`src/rtl/pinx_pkg.sv`:
```
package pinx_pkg;
  localparam int BYTE_W = 8;

  // register kinds held in the upper pointer bits
  localparam int K_IN   = 0;
  localparam int K_OUT  = 1;
  localparam int K_INV  = 2;
  localparam int K_DIR  = 3;
  localparam int K_HOLD = 4;
  localparam int K_PSEL = 5;

  typedef enum logic [3:0] {
    ST_IDLE,
    ST_ADDR,
    ST_ADDR_ACK,
    ST_CMD,
    ST_CMD_ACK,
    ST_WDATA,
    ST_WDATA_ACK,
    ST_RDATA,
    ST_RACK
  } bus_state_e;
endpackage

```
`src/rtl/pinx_sync.sv`:
```
module pinx_sync #(
  parameter int W = 16
) (
  input  logic         clk,
  input  logic         rst,
  input  logic [W-1:0] d,
  output logic [W-1:0] q
);
  logic [W-1:0] meta_q;

  always_ff @(posedge clk) begin
    if (rst) begin
      meta_q <= '0;
      q      <= '0;
    end else begin
      meta_q <= d;
      q      <= meta_q;
    end
  end
endmodule

```
`src/rtl/pinx_bus.sv`:
```
module pinx_bus
  import pinx_pkg::*;
#(
  parameter int                   ADDR_HI_W = 3,
  parameter logic [ADDR_HI_W-1:0] ADDR_HI   = 3'b010,
  parameter int                   PTR_W     = 4
) (
  input  logic                clk,
  input  logic                rst,
  input  logic                scl_i,
  input  logic                sda_i,
  input  logic [6-ADDR_HI_W:0] addr_pins,
  output logic                sda_oe,
  output logic [PTR_W-1:0]    ptr,
  output logic                wr_en,
  output logic [BYTE_W-1:0]   wr_data,
  output logic                capture,
  output logic                load_now,
  input  logic [BYTE_W-1:0]   rd_data
);
  bus_state_e          state;
  logic                scl_q, sda_q;
  logic [BYTE_W-1:0]   shift;
  logic [3:0]          bitcnt;
  logic                rw_q;
  logic                host_ack;
  logic                rise, fall, start_c, stop_c, byte_done;
  logic [6:0]          my_addr;

  assign my_addr   = {ADDR_HI, addr_pins};
  assign rise      = scl_i & ~scl_q;
  assign fall      = ~scl_i & scl_q;
  assign start_c   = scl_i & scl_q & sda_q & ~sda_i;
  assign stop_c    = scl_i & scl_q & ~sda_q & sda_i;
  assign byte_done = fall && (bitcnt == 4'd8);
  assign wr_data   = shift;

  always_comb begin
    load_now = 1'b0;
    wr_en    = 1'b0;
    capture  = 1'b0;
    if (!start_c && !stop_c) begin
      case (state)
        ST_ADDR_ACK: begin
          load_now = fall && rw_q;
          capture  = rise && rw_q;
        end
        ST_RACK: begin
          load_now = fall && host_ack;
          capture  = rise;
        end
        ST_WDATA: wr_en = byte_done;
        default: ;
      endcase
    end
  end

  always_ff @(posedge clk) begin
    if (rst) begin
      state    <= ST_IDLE;
      scl_q    <= 1'b1;
      sda_q    <= 1'b1;
      shift    <= '0;
      bitcnt   <= '0;
      rw_q     <= 1'b0;
      host_ack <= 1'b0;
      sda_oe   <= 1'b0;
      ptr      <= '0;
    end else begin
      scl_q <= scl_i;
      sda_q <= sda_i;
      if (start_c) begin
        state  <= ST_ADDR;
        bitcnt <= '0;
        sda_oe <= 1'b0;
      end else if (stop_c) begin
        state  <= ST_IDLE;
        sda_oe <= 1'b0;
      end else begin
        case (state)
          ST_ADDR, ST_CMD, ST_WDATA: begin
            if (rise && bitcnt < 4'd8) begin
              shift  <= {shift[BYTE_W-2:0], sda_i};
              bitcnt <= bitcnt + 4'd1;
            end
            if (byte_done) begin
              if (state == ST_ADDR) begin
                if (shift[7:1] == my_addr) begin
                  rw_q   <= shift[0];
                  sda_oe <= 1'b1;
                  state  <= ST_ADDR_ACK;
                end else begin
                  state <= ST_IDLE;
                end
              end else if (state == ST_CMD) begin
                ptr    <= shift[PTR_W-1:0];
                sda_oe <= 1'b1;
                state  <= ST_CMD_ACK;
              end else begin
                ptr    <= ptr + PTR_W'(1);
                sda_oe <= 1'b1;
                state  <= ST_WDATA_ACK;
              end
            end
          end
          ST_ADDR_ACK, ST_CMD_ACK, ST_WDATA_ACK: begin
            if (fall) begin
              bitcnt <= '0;
              if (load_now) begin
                shift  <= rd_data;
                sda_oe <= ~rd_data[BYTE_W-1];
                ptr    <= ptr + PTR_W'(1);
                state  <= ST_RDATA;
              end else begin
                sda_oe <= 1'b0;
                state  <= (state == ST_ADDR_ACK) ? ST_CMD : ST_WDATA;
              end
            end
          end
          ST_RDATA: begin
            if (fall) begin
              if (bitcnt == 4'd7) begin
                sda_oe <= 1'b0;
                state  <= ST_RACK;
              end else begin
                sda_oe <= ~shift[BYTE_W-2];
                shift  <= {shift[BYTE_W-2:0], 1'b0};
                bitcnt <= bitcnt + 4'd1;
              end
            end
          end
          ST_RACK: begin
            if (rise) host_ack <= ~sda_i;
            if (fall) begin
              bitcnt <= '0;
              if (load_now) begin
                shift  <= rd_data;
                sda_oe <= ~rd_data[BYTE_W-1];
                ptr    <= ptr + PTR_W'(1);
                state  <= ST_RDATA;
              end else begin
                sda_oe <= 1'b0;
                state  <= ST_IDLE;
              end
            end
          end
          default: sda_oe <= 1'b0;
        endcase
      end
    end
  end

  AST_IDLE_RELEASED: assert property (@(posedge clk) disable iff (rst)
    (state == ST_IDLE) |-> !sda_oe);
  AST_WRITE_STEP: assert property (@(posedge clk) disable iff (rst)
    wr_en |=> ptr == $past(ptr) + PTR_W'(1));
  AST_READ_STEP: assert property (@(posedge clk) disable iff (rst)
    load_now |=> ptr == $past(ptr) + PTR_W'(1));
endmodule

```
`src/rtl/pinx_regs.sv`:
```
module pinx_regs
  import pinx_pkg::*;
#(
  parameter int NUM_BANKS = 2,
  parameter int PTR_W     = 4
) (
  input  logic                          clk,
  input  logic                          rst,
  input  logic                          wr_en,
  input  logic [PTR_W-1:0]              ptr,
  input  logic [BYTE_W-1:0]             wr_data,
  input  logic                          capture,
  input  logic [NUM_BANKS*BYTE_W-1:0]   pin_sync,
  output logic [BYTE_W-1:0]             rd_data,
  output logic [NUM_BANKS*BYTE_W-1:0]   pin_out,
  output logic [NUM_BANKS*BYTE_W-1:0]   pin_oe,
  output logic [NUM_BANKS*BYTE_W-1:0]   hold_en,
  output logic [NUM_BANKS*BYTE_W-1:0]   pull_up,
  output logic [NUM_BANKS*BYTE_W-1:0]   pull_dn
);
  localparam int N      = NUM_BANKS * BYTE_W;
  localparam int BSEL_W = $clog2(NUM_BANKS);
  localparam int KIND_W = PTR_W - BSEL_W;

  logic [N-1:0]        in_flat, out_flat, inv_flat, dir_flat, hold_flat, psel_flat;
  logic [BSEL_W-1:0]   bsel;
  logic [KIND_W-1:0]   kind;

  assign bsel = ptr[BSEL_W-1:0];
  assign kind = ptr[PTR_W-1:BSEL_W];

  for (genvar b = 0; b < NUM_BANKS; b++) begin : g_bank
    logic                hit;
    logic [BYTE_W-1:0]   in_q, out_q, inv_q, dir_q, hold_q, psel_q;

    assign hit = wr_en && (bsel == BSEL_W'(b));

    always_ff @(posedge clk) begin
      if (rst) begin
        in_q   <= '0;
        out_q  <= '1;
        inv_q  <= '0;
        dir_q  <= '1;
        hold_q <= '1;
        psel_q <= '0;
      end else begin
        if (capture) in_q <= pin_sync[b*BYTE_W +: BYTE_W];
        if (hit) begin
          if (kind == KIND_W'(K_OUT))  out_q  <= wr_data;
          if (kind == KIND_W'(K_INV))  inv_q  <= wr_data;
          if (kind == KIND_W'(K_DIR))  dir_q  <= wr_data;
          if (kind == KIND_W'(K_HOLD)) hold_q <= wr_data;
          if (kind == KIND_W'(K_PSEL)) psel_q <= wr_data;
        end
      end
    end

    assign in_flat[b*BYTE_W +: BYTE_W]   = in_q;
    assign out_flat[b*BYTE_W +: BYTE_W]  = out_q;
    assign inv_flat[b*BYTE_W +: BYTE_W]  = inv_q;
    assign dir_flat[b*BYTE_W +: BYTE_W]  = dir_q;
    assign hold_flat[b*BYTE_W +: BYTE_W] = hold_q;
    assign psel_flat[b*BYTE_W +: BYTE_W] = psel_q;
  end

  always_comb begin
    rd_data = '0;
    if (int'(bsel) < NUM_BANKS) begin
      case (int'(kind))
        K_IN:   rd_data = in_flat[bsel*BYTE_W +: BYTE_W] ^ inv_flat[bsel*BYTE_W +: BYTE_W];
        K_OUT:  rd_data = out_flat[bsel*BYTE_W +: BYTE_W];
        K_INV:  rd_data = inv_flat[bsel*BYTE_W +: BYTE_W];
        K_DIR:  rd_data = dir_flat[bsel*BYTE_W +: BYTE_W];
        K_HOLD: rd_data = hold_flat[bsel*BYTE_W +: BYTE_W];
        K_PSEL: rd_data = psel_flat[bsel*BYTE_W +: BYTE_W];
        default: rd_data = '0;
      endcase
    end
  end

  always_ff @(posedge clk) begin
    if (rst) begin
      pin_out <= '1;
      pin_oe  <= '0;
      hold_en <= '1;
      pull_up <= '0;
      pull_dn <= '0;
    end else begin
      pin_out <= out_flat;
      pin_oe  <= ~dir_flat;
      hold_en <= hold_flat;
      pull_up <= ~hold_flat & psel_flat;
      pull_dn <= ~hold_flat & ~psel_flat;
    end
  end

  AST_OE_FOLLOWS_DIR: assert property (@(posedge clk) disable iff (rst)
    1'b1 |=> pin_oe == ~$past(dir_flat));
  AST_HOLD_GATES_PULL: assert property (@(posedge clk) disable iff (rst)
    ((hold_en & (pull_up | pull_dn)) == '0) && ((pull_up & pull_dn) == '0));
  AST_IN_ONLY_ON_CAPTURE: assert property (@(posedge clk) disable iff (rst)
    !capture |=> $stable(in_flat));
endmodule

```
`src/rtl/i2c_pin_expander.sv`:
```
module i2c_pin_expander
  import pinx_pkg::*;
#(
  parameter int       ADDR_HI_W = 3,
  parameter logic [2:0] ADDR_HI = 3'b010,
  parameter int       NUM_BANKS = 2,
  parameter int       PTR_W     = 4
) (
  input  logic                        clk,
  input  logic                        rst,
  input  logic                        scl_i,
  input  logic                        sda_i,
  output logic                        sda_oe,
  input  logic [3:0]                  addr_pins,
  input  logic [NUM_BANKS*8-1:0]      pin_in,
  output logic [NUM_BANKS*8-1:0]      pin_out,
  output logic [NUM_BANKS*8-1:0]      pin_oe,
  output logic [NUM_BANKS*8-1:0]      hold_en,
  output logic [NUM_BANKS*8-1:0]      pull_up,
  output logic [NUM_BANKS*8-1:0]      pull_dn
);
  localparam int N = NUM_BANKS * BYTE_W;

  logic [N-1:0]      pin_sync;
  logic [PTR_W-1:0]  ptr;
  logic              wr_en, capture, load_now;
  logic [BYTE_W-1:0] wr_data, rd_data;

  pinx_sync #(.W(N)) u_sync (
    .clk(clk), .rst(rst), .d(pin_in), .q(pin_sync)
  );

  pinx_bus #(
    .ADDR_HI_W(ADDR_HI_W), .ADDR_HI(ADDR_HI), .PTR_W(PTR_W)
  ) u_bus (
    .clk(clk), .rst(rst), .scl_i(scl_i), .sda_i(sda_i),
    .addr_pins(addr_pins), .sda_oe(sda_oe), .ptr(ptr),
    .wr_en(wr_en), .wr_data(wr_data), .capture(capture),
    .load_now(load_now), .rd_data(rd_data)
  );

  pinx_regs #(.NUM_BANKS(NUM_BANKS), .PTR_W(PTR_W)) u_regs (
    .clk(clk), .rst(rst), .wr_en(wr_en), .ptr(ptr), .wr_data(wr_data),
    .capture(capture), .pin_sync(pin_sync), .rd_data(rd_data),
    .pin_out(pin_out), .pin_oe(pin_oe), .hold_en(hold_en),
    .pull_up(pull_up), .pull_dn(pull_dn)
  );
endmodule

```
`config.mk`:
```
export PLATFORM = sky130hd
export DESIGN_NAME = i2c_pin_expander
export DESIGN_NICKNAME = d
export VERILOG_FILES = /design/src/rtl/pinx_pkg.sv /design/src/rtl/pinx_sync.sv /design/src/rtl/pinx_bus.sv /design/src/rtl/pinx_regs.sv /design/src/rtl/i2c_pin_expander.sv
export SDC_FILE = /design/constraint.sdc
export NUM_CORES = 1
export LEC_CHECK = 0
export BUFFER_PORTS_ARGS = -buffer_cell sky130_fd_sc_hd__buf_2
export CORE_MARGIN = 8
export CORE_UTILIZATION = 60
export DETAILED_ROUTE_END_ITERATION = 16
export GPL_TIMING_DRIVEN = 1
export PLACE_DENSITY = 0.82
export SLEW_MARGIN = 20
export SYNTH_ARGS = -nofsm -noshare
export SYNTH_HDL_FRONTEND = slang
export SYNTH_SLANG_ARGS = --single-unit
```
`constraint.sdc`:
```
create_clock -name clk -period 6.25 [get_ports clk]
set_clock_uncertainty 0.1 [all_clocks]
set_input_delay 0.625 -clock clk [delete_from_list [all_inputs] [get_ports clk]]
set_output_delay 0.625 -clock clk [all_outputs]
set_load 0.005 [all_outputs]
```
---- After elaboration in Yosys (flattened, before gate mapping) ----
Index checks and enable logic that the tools add are counted.
word-level totals
  output and inout port bits .............. 81
  logic and storage cells ................. 176
  flip-flop bits (word level) ............. 233
  bits of input ports ..................... 24
cells by class
  shift operators ......................... 6
  $lt $le $gt $ge ......................... 1
  $add $sub $neg .......................... 2
  eq/ne operators ......................... 32
  reductions and logical operators ........ 38
  bitwise operators ....................... 22
  multiplexer cells ....................... 46
operators with widths
  operator                                                                count
  16-bit by 5-bit indexed part select with 8-bit output                   6
  4-bit two-way mux                                                       16
  16-bit inverter                                                         3
  8-bit case mux with 6 select lines                                      1
  8-bit two-way mux                                                       5
  16-bit bitwise AND                                                      2
  8-bit case mux with 3 select lines                                      1
  6-bit AND reduction                                                     4
  4-bit by 3-bit equality test with 1-bit output (second input constant)  5
  4-bit by 1-bit != test with 1-bit output (second input constant)        5
  2-bit AND reduction                                                     10
  2-bit by 1-bit != test with 1-bit output (second input constant)        8
  4-bit case mux with 4 select lines                                      1
  1-bit two-way mux                                                       13
  4-bit case mux with 3 select lines                                      1
  1-bit inverter                                                          9
  3-bit OR reduction                                                      3
  4-bit by 1-bit adder with 4-bit output (second input constant)          2
  4-bit by 2-bit equality test with 1-bit output (second input constant)  2
  4-bit equality test (second input constant)                             2
  1-bit logical AND                                                       8
  4-bit case mux with 2 select lines                                      1
  4-bit AND reduction                                                     2
  8-bit AND reduction                                                     1
  other kinds (23)                                                        36

---- Depth between registers and ports, before layout ----
  depth in word-level cells ............... 11
  depth in mapped cells ................... 9
  gate-level depth less buffers ........... 7

---- Modules after synthesis ----
From an unflattened synthesis, not the netlist that was laid out.
unflattened totals
  cell total of the unflattened synthesis .. 1001
  area total of the unflattened synthesis .. 9402.8 µm²
by module, submodules not included
  module     cells each  instances  area an instance (µm²)  seq. area each (µm²)
  pinx_regs  724         1          6841.6                  3523.4
  pinx_bus   210         1          1697.9                  500.5
  pinx_sync  67          1          863.3                   640.6

---- Least setup slack after synthesis ----
No wires, ideal clock.
  path kind ............................... input-to-reg
  start ................................... input port scl_i
  end ..................................... register u_regs.g_bank[0].hold_q[6]
  cell stages on the path ................. 9
  buffers on the path ..................... 3
  setup slack ............................. 3.554 ns
  data required time ...................... 6.030 ns
  library setup time ...................... 0.120 ns
  arrival time ............................ 2.476 ns
  cell sequence ........................... buf_2 > nor2b_4 > nand4b_4 > or4_1 > buf_4 > nor3_4 > buf_6 > nor2b_1 > a211o_1
on the way
  word-level cells in the longest chain between the ends .. 8
  elaborated cells between the ends (all ways) .. 15
  classes of those cells .................. 2 x mux; 7 x bitwise; 6 x reduce/logical
ends and longest elaborated chain
  item                                                      line                            source
  start: declaration                                        i2c_pin_expander.sv:11          input logic scl_i,
  1-bit bitwise AND                                         pinx_bus.sv:33, pinx_bus.sv:34
  1-bit bitwise AND, on equally long branches (2 in a row)  pinx_bus.sv:33, pinx_bus.sv:34
  1-bit zero test                                           pinx_bus.sv:42                  if (!start_c && !stop_c) begin
  1-bit logical AND                                         pinx_bus.sv:42
  1-bit two-way mux *                                       pinx_bus.sv:42
  1-bit logical AND *                                       pinx_regs.sv:36                 assign hit = wr_en && (bsel == BSEL_W'(b));
  2-bit AND reduction (no line) *                           n/a
  end signal: assignment                                    pinx_regs.sv:52                 if (kind == KIND_W'(K_HOLD)) hold_q <= wr_data;
  end: declaration                                          pinx_regs.sv:34                 logic [BYTE_W-1:0] in_q, out_q, inv_q, dir_q, hold_q, psel_q;
Mark *: on every way between the ends. The rest lies on a longest branch, timed or not.
A chain may end at the register's enable or synchronous reset.

---- Final worst setup path ----
  start ................................... register u_bus.ptr[3]
  end ..................................... register u_bus.shift[6] (netlist: u_bus.wr_data[6])
on the way
  word-level cells in the longest chain between the ends .. 5
  elaborated cells between the ends (all ways) .. 10
  classes of those cells .................. 5 x eq/ne; 4 x mux; 1 x reduce/logical
ends and longest elaborated chain
  item                                               line                              source
  start: declaration                                 pinx_bus.sv:14                    output logic [PTR_W-1:0] ptr,
  start signal: assignment                           pinx_bus.sv:96                    ptr <= shift[PTR_W-1:0];
  start signal: assignment                           pinx_bus.sv:100                   ptr <= ptr + PTR_W'(1);
  start signal: assignment                           pinx_bus.sv:112                   ptr <= ptr + PTR_W'(1);
  3-bit equality test, or another cell as far along  pinx_regs.sv:69                   case (int'(kind))
  8-bit case mux with 6 select lines *               pinx_regs.sv:69
  8-bit two-way mux *                                pinx_bus.sv:109, pinx_bus.sv:136
  8-bit two-way mux *                                pinx_bus.sv:134                   if (fall) begin
  8-bit case mux with 3 select lines *               pinx_bus.sv:80                    case (state)
  end signal: assignment                             pinx_bus.sv:83                    shift <= {shift[BYTE_W-2:0], sda_i};
  end signal: assignment                             pinx_bus.sv:110                   shift <= rd_data;
  end signal: assignment                             pinx_bus.sv:137                   shift <= rd_data;
  end: declaration                                   pinx_bus.sv:23                    logic [BYTE_W-1:0] shift;
Mark *: on every way between the ends. The rest lies on a longest branch, timed or not. The select of a mux whose other input is x is not followed.

==> impl_metrics.py <==
metrics = {
    "global_routing": {
        "grt_use_met3_pct": 4.08,
        "use_met2_pct": 33.8,
        "grt_pass1_vias": 7032,
        "grtUsageTotal_pct": 21.7,
        "grt_pass1_wl_um": 35800,
        "grt-ovfl-total": 0,
        "antenna_found_initial": 0,
        "grt-busiest-layer": "met2",
        "grt_start_max_net_pins": 87,
        "grtUsageMet1_pct": 29.9,
    },
    "clocking": {
        "cts_repair_resize_count": 0,
        "cts_root_buffer": "clkbuf_16",
        "post-cts-setup-buffers": 0,
        "cts_buffer_depth": 3,
        "clk_pin_slew_ns": 0.06,
        "hold_buffers": 0,
        "numCtsBuffers": 23,
        "tritoncts": "done",
        "clk_latency_ns": 0.52,
        "ctsHtreeMaxLevel": 1,
        "cts.sinks": 233,
    },
    "final_layout": {
        "drive_above_1_share_pct": 20.1,
        "nets": 1086,
        "syn2layout_area_growth_pct": 14.9,
        "antenna_cells": 0,
    },
    "outcome": {
        "status": "completed",
    },
    "sta": {
        "max_slew_margin_pct": 34.4,
        "fin_crit_ns": 2.97,
        "drv_slew": 0,
        "worst_pin_slew_ns": 0.982,
        "fin_setup_tns_ns": 0,
        "finalHoldViolCount": 0,
        "max_freq_ghz": 0.336,
        "rsz0062_at_grt": "no",
        "setup_violations": 0,
        "finalCritPeriodShare_pct": 47.6,
        "hold-worst-slack_ns": 0.213,
    },
    "synth": {
        "synth-seq-area-share_pct": 50.6,
        "yosys.area.top_type": "dfxtp_1",
        "netlist_instances": 990,
        "syn_area_per_cell_um2": 9.31,
        "synth.net_count": 1017,
        "synthTopCellsByCount": "dfxtp_1, nor2_1, mux2i_1",
        "synth.area.top_cells": "dfxtp_1, mux2i_1, nor2_1, nor2b_1, a211o_1",
        "ys_types": 69,
        "synth_flop_cell": "dfxtp_1",
        "synth-async-reset-ratio_pct": 0,
        "synth_edf_count": 0,
        "ys_warn_count": 0,
        "synth_top_area_share_pct": 50.6,
        "synth_most_common_cell": "dfxtp_1",
        "syn_area_mm2": 0.00922,
        "ys_seq_elements": 233,
    },
    "power": {
        "vdd_ir_drop_max_uv": 269,
        "total_power_mw": 3.60,
        "powerDensity_mw_per_mm2": 340,
        "power_leakage_nw": 4.33,
    },
    "critical_path": {
        "crit_required_ns": 6.57,
        "arrival_ns": 3.30,
        "reg2reg_depth": 4,
        "path_delay_family": "simple AND/OR/NAND/NOR gates",
        "worst-path-stages": 4,
        "endpoint_kind": "flip-flop",
        "critPathSlowestCell": "nor2b_1",
        "rrSetupSlack_ns": 3.28,
        "cp_max_fo": 19,
        "cpPeakStageDelay_ns": 0.76,
        "cp_cell_sequence": "nor2b_1 > mux4_2 > a2111o_1 > a311oi_1",
        "crit_type": "flip-flop to flip-flop",
        "worst-path-buf-inv": 0,
        "startpoint_type": "flip-flop",
    },
    "route": {
        "firstDrtPassIters": 5,
        "ant_nets": 0,
        "routedWlPerCell_um": 17.3,
        "drt_iter0_markers": 684,
        "drc": 0,
        "vias": 7412,
        "vias_per_cell": 5.86,
        "finalWirelength_um": 21900,
    },
    "placed_design": {
        "dp.final_hpwl_um": 14300,
        "finalWeightedCongestion": 0.898,
        "port_buffers": 104,
    },
    "floorplanning": {
        "die_h_um": 140,
        "core.rowCount": 45,
        "dieWidth_um": 140,
        "die_area_mm2": 0.0196,
        "start_util_pct": 61.1,
        "num_io_pins": 105,
        "core_mm2": 0.0151,
    },
    "hold_path": {
        "hold_path_depth": 2,
        "min_path_type": "primary input to flip-flop",
    },
    "job": {
        "drv_cap": 0,
    },
}
## cell type report
| type | instances | area [um2] |
|---|---|---|
| clock buffers | 32 | 669 |
| clock inverters | 10 | 148 |
| fillers | 1187 | 4500 |
| inverters | 35 | 131 |
| multi-input cells | 656 | 4170 |
| flip-flops and latches | 233 | 4660 |
| well taps | 188 | 235 |
| repair buffers | 110 | 568 |
## placed cells by master, fill, tap and decap left out, types with 29 or more instances in the layout
| master | count |
|---|---|
| dfxtp_1 | 233 |
| nor2_1 | 144 |
| buf_2 | 103 |
| mux2i_1 | 69 |
| nand2_1 | 61 |
| nor2b_1 | 55 |
| a21oi_1 | 45 |
| or2_2 | 40 |
| inv_1 | 35 |
| a211o_1 | 34 |
| o21ai_0 | 29 |
## stage by stage
step	instances	cell area (um2)	util (%)	setup slack, ns
floorplan	990	9220	-	3.55
global placement	1222	9760	64.7	3.18
detailed placement	1222	9760	64.7	3.14
CTS	1264	10600	70.1	3.31
global route	1264	10600	70.2	3.06
finish	1264	10600	70.2	3.28
## path summary, 6_finish.rpt
kind                                from                             to
max            u_bus.ptr[3]$_SDFFE_PP0P_  u_bus.wr_data[6]$_SDFFE_PP0P_
min                            pin_in[5]    u_sync.meta_q[5]$_SDFF_PP0_
max reg2reg    u_bus.ptr[3]$_SDFFE_PP0P_  u_bus.wr_data[6]$_SDFFE_PP0P_
min reg2reg  u_sync.meta_q[2]$_SDFF_PP0_         u_sync.q[2]$_SDFF_PP0_
## metal layers
metal / up-vias / share of wire, %
li1: 3533 / -
met1: 3533 / 45
met2: 304 / 45
met3: 42 / 8.1
met4: 0 / 2.4
met5: - / 0
## power by group
group / total [mW] / leakage [nW] / switching, mW / internal [mW]
clock: 1.45 / 0.406 / 0.574 / 0.879
combinational: 0.522 / 2.04 / 0.325 / 0.197
sequential: 1.62 / 1.89 / 0.100 / 1.52
## kinds of logic after synthesis
group,count (synthesis),share of synthesized area [%]
fa+ha+maj,4,0.516
xor+xnor,5,0.475
mux,80,8.96
buf+inv,101,4.30
simple gates,385,21.6
flops,233,50.6
compound gates,182,13.6
Note: power is estimated with default switching activity, not from simulation.
